**config.mk**
```make
export PLATFORM = sky130hd
export DESIGN_NAME = eqz_boost_adapt
export DESIGN_NICKNAME = d
export VERILOG_FILES = /design/src/rtl/eqz_pkg.sv /design/src/rtl/eqz_cand_table.sv /design/src/rtl/eqz_fom.sv /design/src/rtl/eqz_search_fsm.sv /design/src/rtl/eqz_boost_adapt.sv
export SDC_FILE = /design/constraint.sdc
export NUM_CORES = 1
export LEC_CHECK = 0
export ABC_AREA = 1
export BUFFER_PORTS_ARGS = -buffer_cell sky130_fd_sc_hd__buf_2
export CELL_PAD_IN_SITES_DETAIL_PLACEMENT = 0
export CELL_PAD_IN_SITES_GLOBAL_PLACEMENT = 1
export CORE_ASPECT_RATIO = 1.5
export CORE_MARGIN = 8
export CORE_UTILIZATION = 49
export DETAILED_ROUTE_END_ITERATION = 8
export GPL_ROUTABILITY_DRIVEN = 0
export PLACE_DENSITY_LB_ADDON = 0.1
export SYNTH_ARGS = -nofsm -noshare
export SYNTH_HDL_FRONTEND = slang
export SYNTH_HIERARCHICAL = 1
export SYNTH_SLANG_ARGS = --single-unit
```
**constraint.sdc**
```tcl
create_clock -name clk -period 3.74 [get_ports clk]
set_input_delay 0.561 -clock clk [delete_from_list [all_inputs] [get_ports clk]]
set_output_delay 0.561 -clock clk [all_outputs]
set_load 0.05 [all_outputs]
```
**src/rtl/eqz_pkg.sv**
```systemverilog
package eqz_pkg;

   typedef enum logic [2:0] {
      ST_IDLE,
      ST_SETTLE,
      ST_LOCK,
      ST_EYE,
      ST_FINISH
   } srch_st_e;

   // Defaults are listed as one base-4 digit per nibble, written stage 0 first.
   function automatic logic [15:0] dflt_digits(input int unsigned i);
      logic [15:0] d;
      case (i)
         0:  d = 16'h0000;   1:  d = 16'h0001;   2:  d = 16'h0010;   3:  d = 16'h0100;
         4:  d = 16'h1000;   5:  d = 16'h0020;   6:  d = 16'h0002;   7:  d = 16'h2000;
         8:  d = 16'h0003;   9:  d = 16'h0030;   10: d = 16'h0300;   11: d = 16'h1001;
         12: d = 16'h1100;   13: d = 16'h3000;   14: d = 16'h1200;   15: d = 16'h2100;
         16: d = 16'h2020;   17: d = 16'h2002;   18: d = 16'h2200;   19: d = 16'h1012;
         20: d = 16'h1102;   21: d = 16'h2030;   22: d = 16'h2300;   23: d = 16'h3020;
         24: d = 16'h1113;   25: d = 16'h1131;   26: d = 16'h1221;   27: d = 16'h1311;
         28: d = 16'h3111;   29: d = 16'h2121;   30: d = 16'h2112;   31: d = 16'h2211;
         default: d = 16'h0000;
      endcase
      return d;
   endfunction

   // Packs the digits into the code: stage 0 goes to bits 7:6, stage 3 to bits 1:0.
   function automatic logic [7:0] dflt_code(input int unsigned i);
      logic [15:0] d;
      d = dflt_digits(i);
      return {d[13:12], d[9:8], d[5:4], d[1:0]};
   endfunction

endpackage

```
**src/rtl/eqz_cand_table.sv**
```systemverilog
module eqz_cand_table #(
   parameter int N_ENT  = 32,
   parameter int CODE_W = 8,
   localparam int IDX_W = $clog2(N_ENT)
) (
   input  logic              clk,
   input  logic              rst_n,
   input  logic              soft_rst,
   input  logic              wr_en,
   input  logic [IDX_W-1:0]  wr_idx,
   input  logic [CODE_W-1:0] wr_data,
   input  logic [IDX_W-1:0]  ra_idx,
   output logic [CODE_W-1:0] ra_data,
   input  logic [IDX_W-1:0]  rb_idx,
   output logic [CODE_W-1:0] rb_data
);
   import eqz_pkg::*;

   logic [CODE_W-1:0] ent_q [N_ENT];

   initial begin
      assert (CODE_W == 8) else $error("eqz_cand_table: CODE_W must be 8");
      assert (N_ENT >= 2 && N_ENT <= 32 && (1 << IDX_W) == N_ENT)
         else $error("eqz_cand_table: N_ENT must be a power of two from 2 to 32");
   end

   for (genvar e = 0; e < N_ENT; e++) begin : g_ent
      localparam logic [CODE_W-1:0] DEF = CODE_W'(dflt_code(e));
      logic hit;
      assign hit = wr_en && (wr_idx == IDX_W'(e));

      always_ff @(posedge clk or negedge rst_n) begin
         if (!rst_n)        ent_q[e] <= DEF;
         else if (soft_rst) ent_q[e] <= DEF;
         else if (hit)      ent_q[e] <= wr_data;
      end


      soft_dflt_chk: assert property (@(posedge clk) disable iff (!rst_n)
         soft_rst |=> ent_q[e] == DEF);
   end

   assign ra_data = ent_q[ra_idx];
   assign rb_data = ent_q[rb_idx];
endmodule

```
**src/rtl/eqz_fom.sv**
```systemverilog
module eqz_fom #(
   parameter int EYE_W    = 6,
   parameter bit MODE_MIN = 1'b0,
   localparam int FOM_W   = EYE_W + 1
) (
   input  logic [EYE_W-1:0] eye_h,
   input  logic [EYE_W-1:0] eye_v,
   input  logic [FOM_W-1:0] best_fom,
   input  logic             best_vld,
   output logic [FOM_W-1:0] fom,
   output logic             better
);
   initial begin
      assert (EYE_W >= 2 && EYE_W <= 15) else $error("eqz_fom: EYE_W must be 2..15");
   end

   if (MODE_MIN) begin : g_min
      // Variant: twice the smaller opening, so the result spans the same range as the sum.
      logic [EYE_W-1:0] lo;
      assign lo  = (eye_h < eye_v) ? eye_h : eye_v;
      assign fom = {lo, 1'b0};
   end else begin : g_sum
      assign fom = {1'b0, eye_h} + {1'b0, eye_v};
   end

   assign better = !best_vld || (fom > best_fom);
endmodule

```
**src/rtl/eqz_search_fsm.sv**
```systemverilog
module eqz_search_fsm #(
   parameter int N_ENT  = 32,
   parameter int CODE_W = 8,
   parameter int EYE_W  = 6,
   parameter int LB_W   = 4,
   localparam int IDX_W = $clog2(N_ENT),
   localparam int FOM_W = EYE_W + 1,
   localparam int MS_W  = LB_W + 1
) (
   input  logic              clk,
   input  logic              rst_n,
   input  logic              start,
   input  logic              start_ovr_en,
   input  logic [IDX_W-1:0]  start_ovr_idx,
   input  logic [LB_W-1:0]   look_beyond,
   output logic [IDX_W-1:0]  cur_idx,
   input  logic [CODE_W-1:0] cur_code,
   output logic              lock_req,
   input  logic              lock_ack,
   input  logic              lock_ok,
   output logic              eye_req,
   input  logic              eye_ack,
   input  logic [FOM_W-1:0]  fom,
   input  logic              better,
   output logic [FOM_W-1:0]  best_fom,
   output logic              best_vld,
   output logic [CODE_W-1:0] eq_code,
   output logic [CODE_W-1:0] best_code,
   output logic              busy,
   output logic              done,
   output logic              fail
);
   import eqz_pkg::*;

   localparam logic [IDX_W-1:0] LAST = IDX_W'(N_ENT - 1);

   srch_st_e          st_q;
   logic [MS_W-1:0]   miss_q;
   logic [CODE_W-1:0] win_q;
   logic [CODE_W-1:0] first_q;
   logic              first_pend_q;

   logic              trial_end, trial_good, stop;
   logic [MS_W-1:0]   miss_inc;

   assign lock_req   = (st_q == ST_LOCK);
   assign eye_req    = (st_q == ST_EYE);
   assign trial_end  = (lock_req && lock_ack && !lock_ok) || (eye_req && eye_ack);
   assign trial_good = eye_req && eye_ack && better;
   assign miss_inc   = miss_q + MS_W'(1);
   assign stop       = (!trial_good && (miss_inc > {1'b0, look_beyond})) || (cur_idx == LAST);

   always_ff @(posedge clk or negedge rst_n) begin
      if (!rst_n) begin
         st_q         <= ST_IDLE;
         cur_idx      <= '0;
         miss_q       <= '0;
         best_fom     <= '0;
         best_vld     <= 1'b0;
         win_q        <= '0;
         first_q      <= '0;
         first_pend_q <= 1'b0;
         eq_code      <= '0;
         best_code    <= '0;
         busy         <= 1'b0;
         done         <= 1'b0;
         fail         <= 1'b0;
      end else begin
         case (st_q)
            ST_IDLE: begin
               if (start) begin
                  cur_idx      <= start_ovr_en ? start_ovr_idx : '0;
                  miss_q       <= '0;
                  best_vld     <= 1'b0;
                  first_pend_q <= 1'b1;
                  busy         <= 1'b1;
                  done         <= 1'b0;
                  fail         <= 1'b0;
                  st_q         <= ST_SETTLE;
               end
            end
            ST_SETTLE: begin
               eq_code <= cur_code;
               if (first_pend_q) first_q <= cur_code;
               first_pend_q <= 1'b0;
               st_q         <= ST_LOCK;
            end
            ST_LOCK: begin
               if (lock_ack && lock_ok) st_q <= ST_EYE;
            end
            ST_EYE: ;
            ST_FINISH: begin
               eq_code   <= best_vld ? win_q : first_q;
               best_code <= best_vld ? win_q : first_q;
               fail      <= !best_vld;
               busy      <= 1'b0;
               done      <= 1'b1;
               st_q      <= ST_IDLE;
            end
            default: st_q <= ST_IDLE;
         endcase

         if (trial_end) begin
            if (trial_good) begin
               best_vld <= 1'b1;
               best_fom <= fom;
               win_q    <= eq_code;
               miss_q   <= '0;
            end else begin
               miss_q   <= miss_inc;
            end
            if (stop) begin
               st_q <= ST_FINISH;
            end else begin
               cur_idx <= cur_idx + IDX_W'(1);
               st_q    <= ST_SETTLE;
            end
         end
      end
   end


   req_excl_chk: assert property (@(posedge clk) disable iff (!rst_n)
      !(lock_req && eye_req));

   eye_after_lock_chk: assert property (@(posedge clk) disable iff (!rst_n)
      $rose(eye_req) |-> $past(lock_ack && lock_ok));

   code_hold_chk: assert property (@(posedge clk) disable iff (!rst_n)
      ((lock_req || eye_req) && $past(lock_req || eye_req)) |-> $stable(eq_code));

   busy_done_chk: assert property (@(posedge clk) disable iff (!rst_n)
      !(busy && done));

   fell_busy_chk: assert property (@(posedge clk) disable iff (!rst_n)
      $fell(busy) |-> (done && eq_code == best_code));

   last_stop_chk: assert property (@(posedge clk) disable iff (!rst_n)
      (trial_end && cur_idx == LAST) |=> st_q == ST_FINISH);
endmodule

```
**src/rtl/eqz_boost_adapt.sv**
```systemverilog
module eqz_boost_adapt #(
   parameter int N_ENT    = 32,
   parameter int CODE_W   = 8,
   parameter int EYE_W    = 6,
   parameter int LB_W     = 4,
   parameter int LB_RST   = 2,
   parameter bit FOM_MIN  = 1'b0,
   localparam int IDX_W   = $clog2(N_ENT),
   localparam int FOM_W   = EYE_W + 1
) (
   input  logic              clk,
   input  logic              rst_n,
   input  logic              soft_rst,
   input  logic              tbl_wr_en,
   input  logic [IDX_W-1:0]  tbl_wr_idx,
   input  logic [CODE_W-1:0] tbl_wr_data,
   input  logic [IDX_W-1:0]  tbl_rd_idx,
   output logic [CODE_W-1:0] tbl_rd_data,
   input  logic              lb_wr_en,
   input  logic [LB_W-1:0]   lb_wr_data,
   input  logic              start_ovr_en,
   input  logic [IDX_W-1:0]  start_ovr_idx,
   input  logic              start,
   output logic              busy,
   output logic              done,
   output logic              fail,
   output logic [CODE_W-1:0] eq_code,
   output logic [CODE_W-1:0] best_code,
   output logic              lock_req,
   input  logic              lock_ack,
   input  logic              lock_ok,
   output logic              eye_req,
   input  logic              eye_ack,
   input  logic [EYE_W-1:0]  eye_h,
   input  logic [EYE_W-1:0]  eye_v
);
   initial begin
      assert (LB_RST >= 0 && LB_RST < (1 << LB_W))
         else $error("eqz_boost_adapt: LB_RST does not fit in LB_W bits");
   end

   logic [LB_W-1:0]   lb_q;
   logic [IDX_W-1:0]  cur_idx;
   logic [CODE_W-1:0] cur_code;
   logic [FOM_W-1:0]  fom, best_fom;
   logic              better, best_vld;

   always_ff @(posedge clk or negedge rst_n) begin
      if (!rst_n)        lb_q <= LB_W'(LB_RST);
      else if (lb_wr_en) lb_q <= lb_wr_data;
   end


   lb_write_chk: assert property (@(posedge clk) disable iff (!rst_n)
      lb_wr_en |=> lb_q == $past(lb_wr_data));

   eqz_cand_table #(.N_ENT(N_ENT), .CODE_W(CODE_W)) u_tbl (
      .clk     (clk),
      .rst_n   (rst_n),
      .soft_rst(soft_rst),
      .wr_en   (tbl_wr_en),
      .wr_idx  (tbl_wr_idx),
      .wr_data (tbl_wr_data),
      .ra_idx  (cur_idx),
      .ra_data (cur_code),
      .rb_idx  (tbl_rd_idx),
      .rb_data (tbl_rd_data)
   );

   eqz_fom #(.EYE_W(EYE_W), .MODE_MIN(FOM_MIN)) u_fom (
      .eye_h   (eye_h),
      .eye_v   (eye_v),
      .best_fom(best_fom),
      .best_vld(best_vld),
      .fom     (fom),
      .better  (better)
   );

   eqz_search_fsm #(.N_ENT(N_ENT), .CODE_W(CODE_W), .EYE_W(EYE_W), .LB_W(LB_W)) u_fsm (
      .clk          (clk),
      .rst_n        (rst_n),
      .start        (start),
      .start_ovr_en (start_ovr_en),
      .start_ovr_idx(start_ovr_idx),
      .look_beyond  (lb_q),
      .cur_idx      (cur_idx),
      .cur_code     (cur_code),
      .lock_req     (lock_req),
      .lock_ack     (lock_ack),
      .lock_ok      (lock_ok),
      .eye_req      (eye_req),
      .eye_ack      (eye_ack),
      .fom          (fom),
      .better       (better),
      .best_fom     (best_fom),
      .best_vld     (best_vld),
      .eq_code      (eq_code),
      .best_code    (best_code),
      .busy         (busy),
      .done         (done),
      .fail         (fail)
   );
endmodule

```
==> flow_summary.toml <==
[pwr]
irDropWorstVdd_mv = 0.6332
leakagePower_nw = 9.640
powerDensity_nw_per_um2 = 679.6

[clocking]
post-cts-setup-buffers = 0
cts_hold_buf = 0
cts_tree = "done"
clkTransAtPathRegs_ps = 60
ctsLongestPathBuffers = 3
worst_skew_pair.late_latency_ps = 530
cts_root_buf = "clkbuf_16"
ctsResizeCount = 0
clock-sinks = 317
htreeDepth = 2
cts_buffers = 35

[grt]
grtUsageTotal_pct = 29.00
grt_pass1_wl_um = 99430
grt_pass1_vias = 17040
grt_max_degree = 133
overflow = 0
antenna_found_initial = 0

[timing]
finalCritPeriodShare_pct = 81.32
rsz0062_at_grt = "false"
fmax_mhz = 328.8
final.setup.tns_ps = 0
tightest_slew_ps = 1129
period_needed_ps = 3041
setup_viol = 0
hold_viol = 0
slew_violations = 0
max_slew_margin_pct = 24.46
skew_ps = 15.11

[worst_setup_path]
path_cells = "buf_4, buf_12, nand2_1, nand3_1, nand3_1, nand2_1, nand2_1, nand2_1, nand2_1, nand2_1, buf_2"
slowest_delay_ps = 330
crit_fanout = 63
path_buf_inv = 3
critical_path_arrival_ps = 2480
end_kind = "primary output"
ff2ff_path_depth = 10
crit_cells = 11
crit_required_ps = 3180
crit_family = "simple AND/OR/NAND/NOR gates"
cpMaxStageDelayCell = "buf_12"
path_common_cell = "nand2_1"
path_class = "in2out"
crit_path_start_kind = "input pin"

[finish]
n_fill_cell = 3628
drive_gt1_share_pct = 12.09
syn_to_final_growth_pct = 9.741
regArea_um2 = 8039
fin_util_pct = 54.36
multiInputGateArea_um2 = 8872
diodes = 0
final_nets = 2649

[hold_path]
hp-class = "in2async"

[routing]
wl_per_cell_um = 20.73
finalWirelength_um = 64050
vias = 17680
ant_nets = 0
drc_errors = 0
drtIter0Drc = 1904
avgViaCountPerCell = 5.723
firstDrtPassIters = 6

[floorplan]
die_y_um = 251.9
start_util_pct = 49.53
pin_count = 78
core_um2 = 36690
rows = 86
dieArea_um2 = 43640
fp.dieW_um = 173.3

[logic_synthesis]
syn-num-nets = 2670
ys_types = 40
syn_area_per_cell_um2 = 6.990
ys_ff_latch = 317
synth_warnings = 6
ys_seq_area_share_pct = 44.20
synth.cell_area_um2 = 18170
synthesis.instances = 2600

[status]
status = "finished, final reports clean"

[run]
cap_viol_max_count = 0

[placed_design]
portBuffers = 77
place_hpwl_um = 40310
## synthesized netlist by cell type, drive strengths merged
| master | number | share of area, % |
|---|---|---|
| nand2 | 1170 | 25 |
| nand3 | 427 | 12 |
| o21ai | 266 | 7.3 |
| dfrtp | 236 | 32 |
| buf | 124 | 3.8 |
| inv | 102 | 2.1 |
| dfstp | 81 | 12 |
| nor2 | 64 | 1.5 |
| clkbuf | 48 | 0.99 |
| a21oi | 31 | 0.89 |
| ha | 20 | 1.4 |
| a31oi | 8 | 0.28 |
| xor2 | 5 | 0.24 |
| nand4 | 3 | 0.10 |
| nor3 | 3 | 0.14 |
| xnor2 | 3 | 0.14 |
| nand3b | 2 | 0.15 |
| a21boi | 1 | 0.041 |
| clkinv | 1 | 0.028 |
| fa | 1 | 0.11 |
| o21bai | 1 | 0.041 |
| o22ai | 1 | 0.034 |
| o31ai | 1 | 0.041 |
| or2 | 1 | 0.034 |
## layout make-up
class,instances,share of cell area (%)
Multi-Input combinational cell,2008,44.48
Sequential cell,317,40.30
Clock buffer,54,5.313
Timing Repair Buffer,114,4.140
Tap cell,484,3.036
Inverter,103,1.982
Clock inverter,9,0.7402
## layout by cell type (no fill, tap or decap), types with 2 or more instances in the layout
master        n
nand2_1    1151
nand3_1     427
dfrtp_1     234
o21ai_0     140
o21ai_1     125
dfstp_2      81
buf_2        75
inv_1        67
nor2_1       59
clkbuf_16    37
inv_2        32
a21oi_1      29
buf_4        26
ha_1         20
nand2_2      16
buf_12       12
clkbuf_1     10
a31oi_1       8
clkbuf_8      7
clkinv_2      5
xor2_1        5
bufinv_16     4
xnor2_1       3
nand4_1       3
inv_4         3
nor2_2        2
nor2_4        2
nand2_4       2
nor3_1        2
a21oi_2       2
## sequential cells by signal (all words and copies together), names as in the netlist
signal,cells
u_fsm/best_fom,7
u_fsm/first_pend_q,1
u_fsm/cur_idx,5
u_fsm/busy,1
u_fsm/first_q,8
u_tbl/ent_q,256
u_fsm/win_q,8
u_fsm/eq_code,8
lb_q,4
u_fsm/done,1
u_fsm/miss_q,5
u_fsm/st_q,3
u_fsm/fail,1
u_fsm/best_vld,1
u_fsm/best_code,8
## power breakdown
part | leakage (nW) | switching [mW] | internal, mW
Combinational | 5.14 | 3.96 | 1.52
Clock | 0.590 | 1.45 | 2.23
Sequential | 3.91 | 0.411 | 3.99
## kinds of logic after synthesis
logic type	share of synthesized area, %
flip-flops	44.20
XOR/XNOR	0.3855
adder cells (fa/ha/maj)	1.487
buffers and inverters	6.981
AND/OR/NAND/NOR	38.27
AO/OA/AOI/OAI	8.674
## metal layers
| metal | routed length (µm) | track usage (%) |
|---|---|---|
| met1 | 24470 | 34.83 |
| met4 | 3869 | 17.49 |
| met5 | 0 | 0 |
| met3 | 4927 | 4.190 |
| met2 | 30780 | 48.94 |
## per-stage QoR
| step | hold WS, ps | area, µm² | setup slack [ps] | cells | total power [mW] |
|---|---|---|---|---|---|
| after CTS | 67.31 | 19950 | 783.8 | 3089 | 13.59 |
| final | 33.90 | 19950 | 698.6 | 3089 | 13.55 |
| after floorplan | 265.4 | 18170 | 1063 | 2600 | 8.088 |
| after global routing | 95.16 | 19950 | 626.3 | 3089 | 14.32 |
| after detailed placement | 453.3 | 18740 | 566.9 | 3026 | 9.874 |
| after global placement | 448.9 | 18740 | 549.9 | 3026 | 9.805 |
## path summary, 6_finish.rpt
| check | to | from | slack, ps |
|---|---|---|---|
| max in group asynchronous | u_tbl/ent_q[23] | rst_n | 2720 |
| min in group clk | lb_q[0] | lb_wr_data[0] | 230 |
| setup reg to reg | u_fsm/eq_code[2] | u_fsm/cur_idx[1] | 1320 |
| setup / recovery | tbl_rd_data[1] | tbl_rd_idx[0] | 700 |
| hold / removal | lb_q[0] | rst_n | 30 |
| hold reg to reg | lb_q[1] | lb_q[1] | 470 |
## worst register-to-register path, stage by stage, from the launching register on
cell     delay [ps]
dfrtp_2         360
buf_4           750
nand3_1         310
nand3_1         160
nand2_1         130
nand2_1          80
nand2_1         150
nand2_1         100
nand2_1          80
nand2_1          70
a31oi_1          90
No activity file was read; power rests on OpenSTA's default activity.
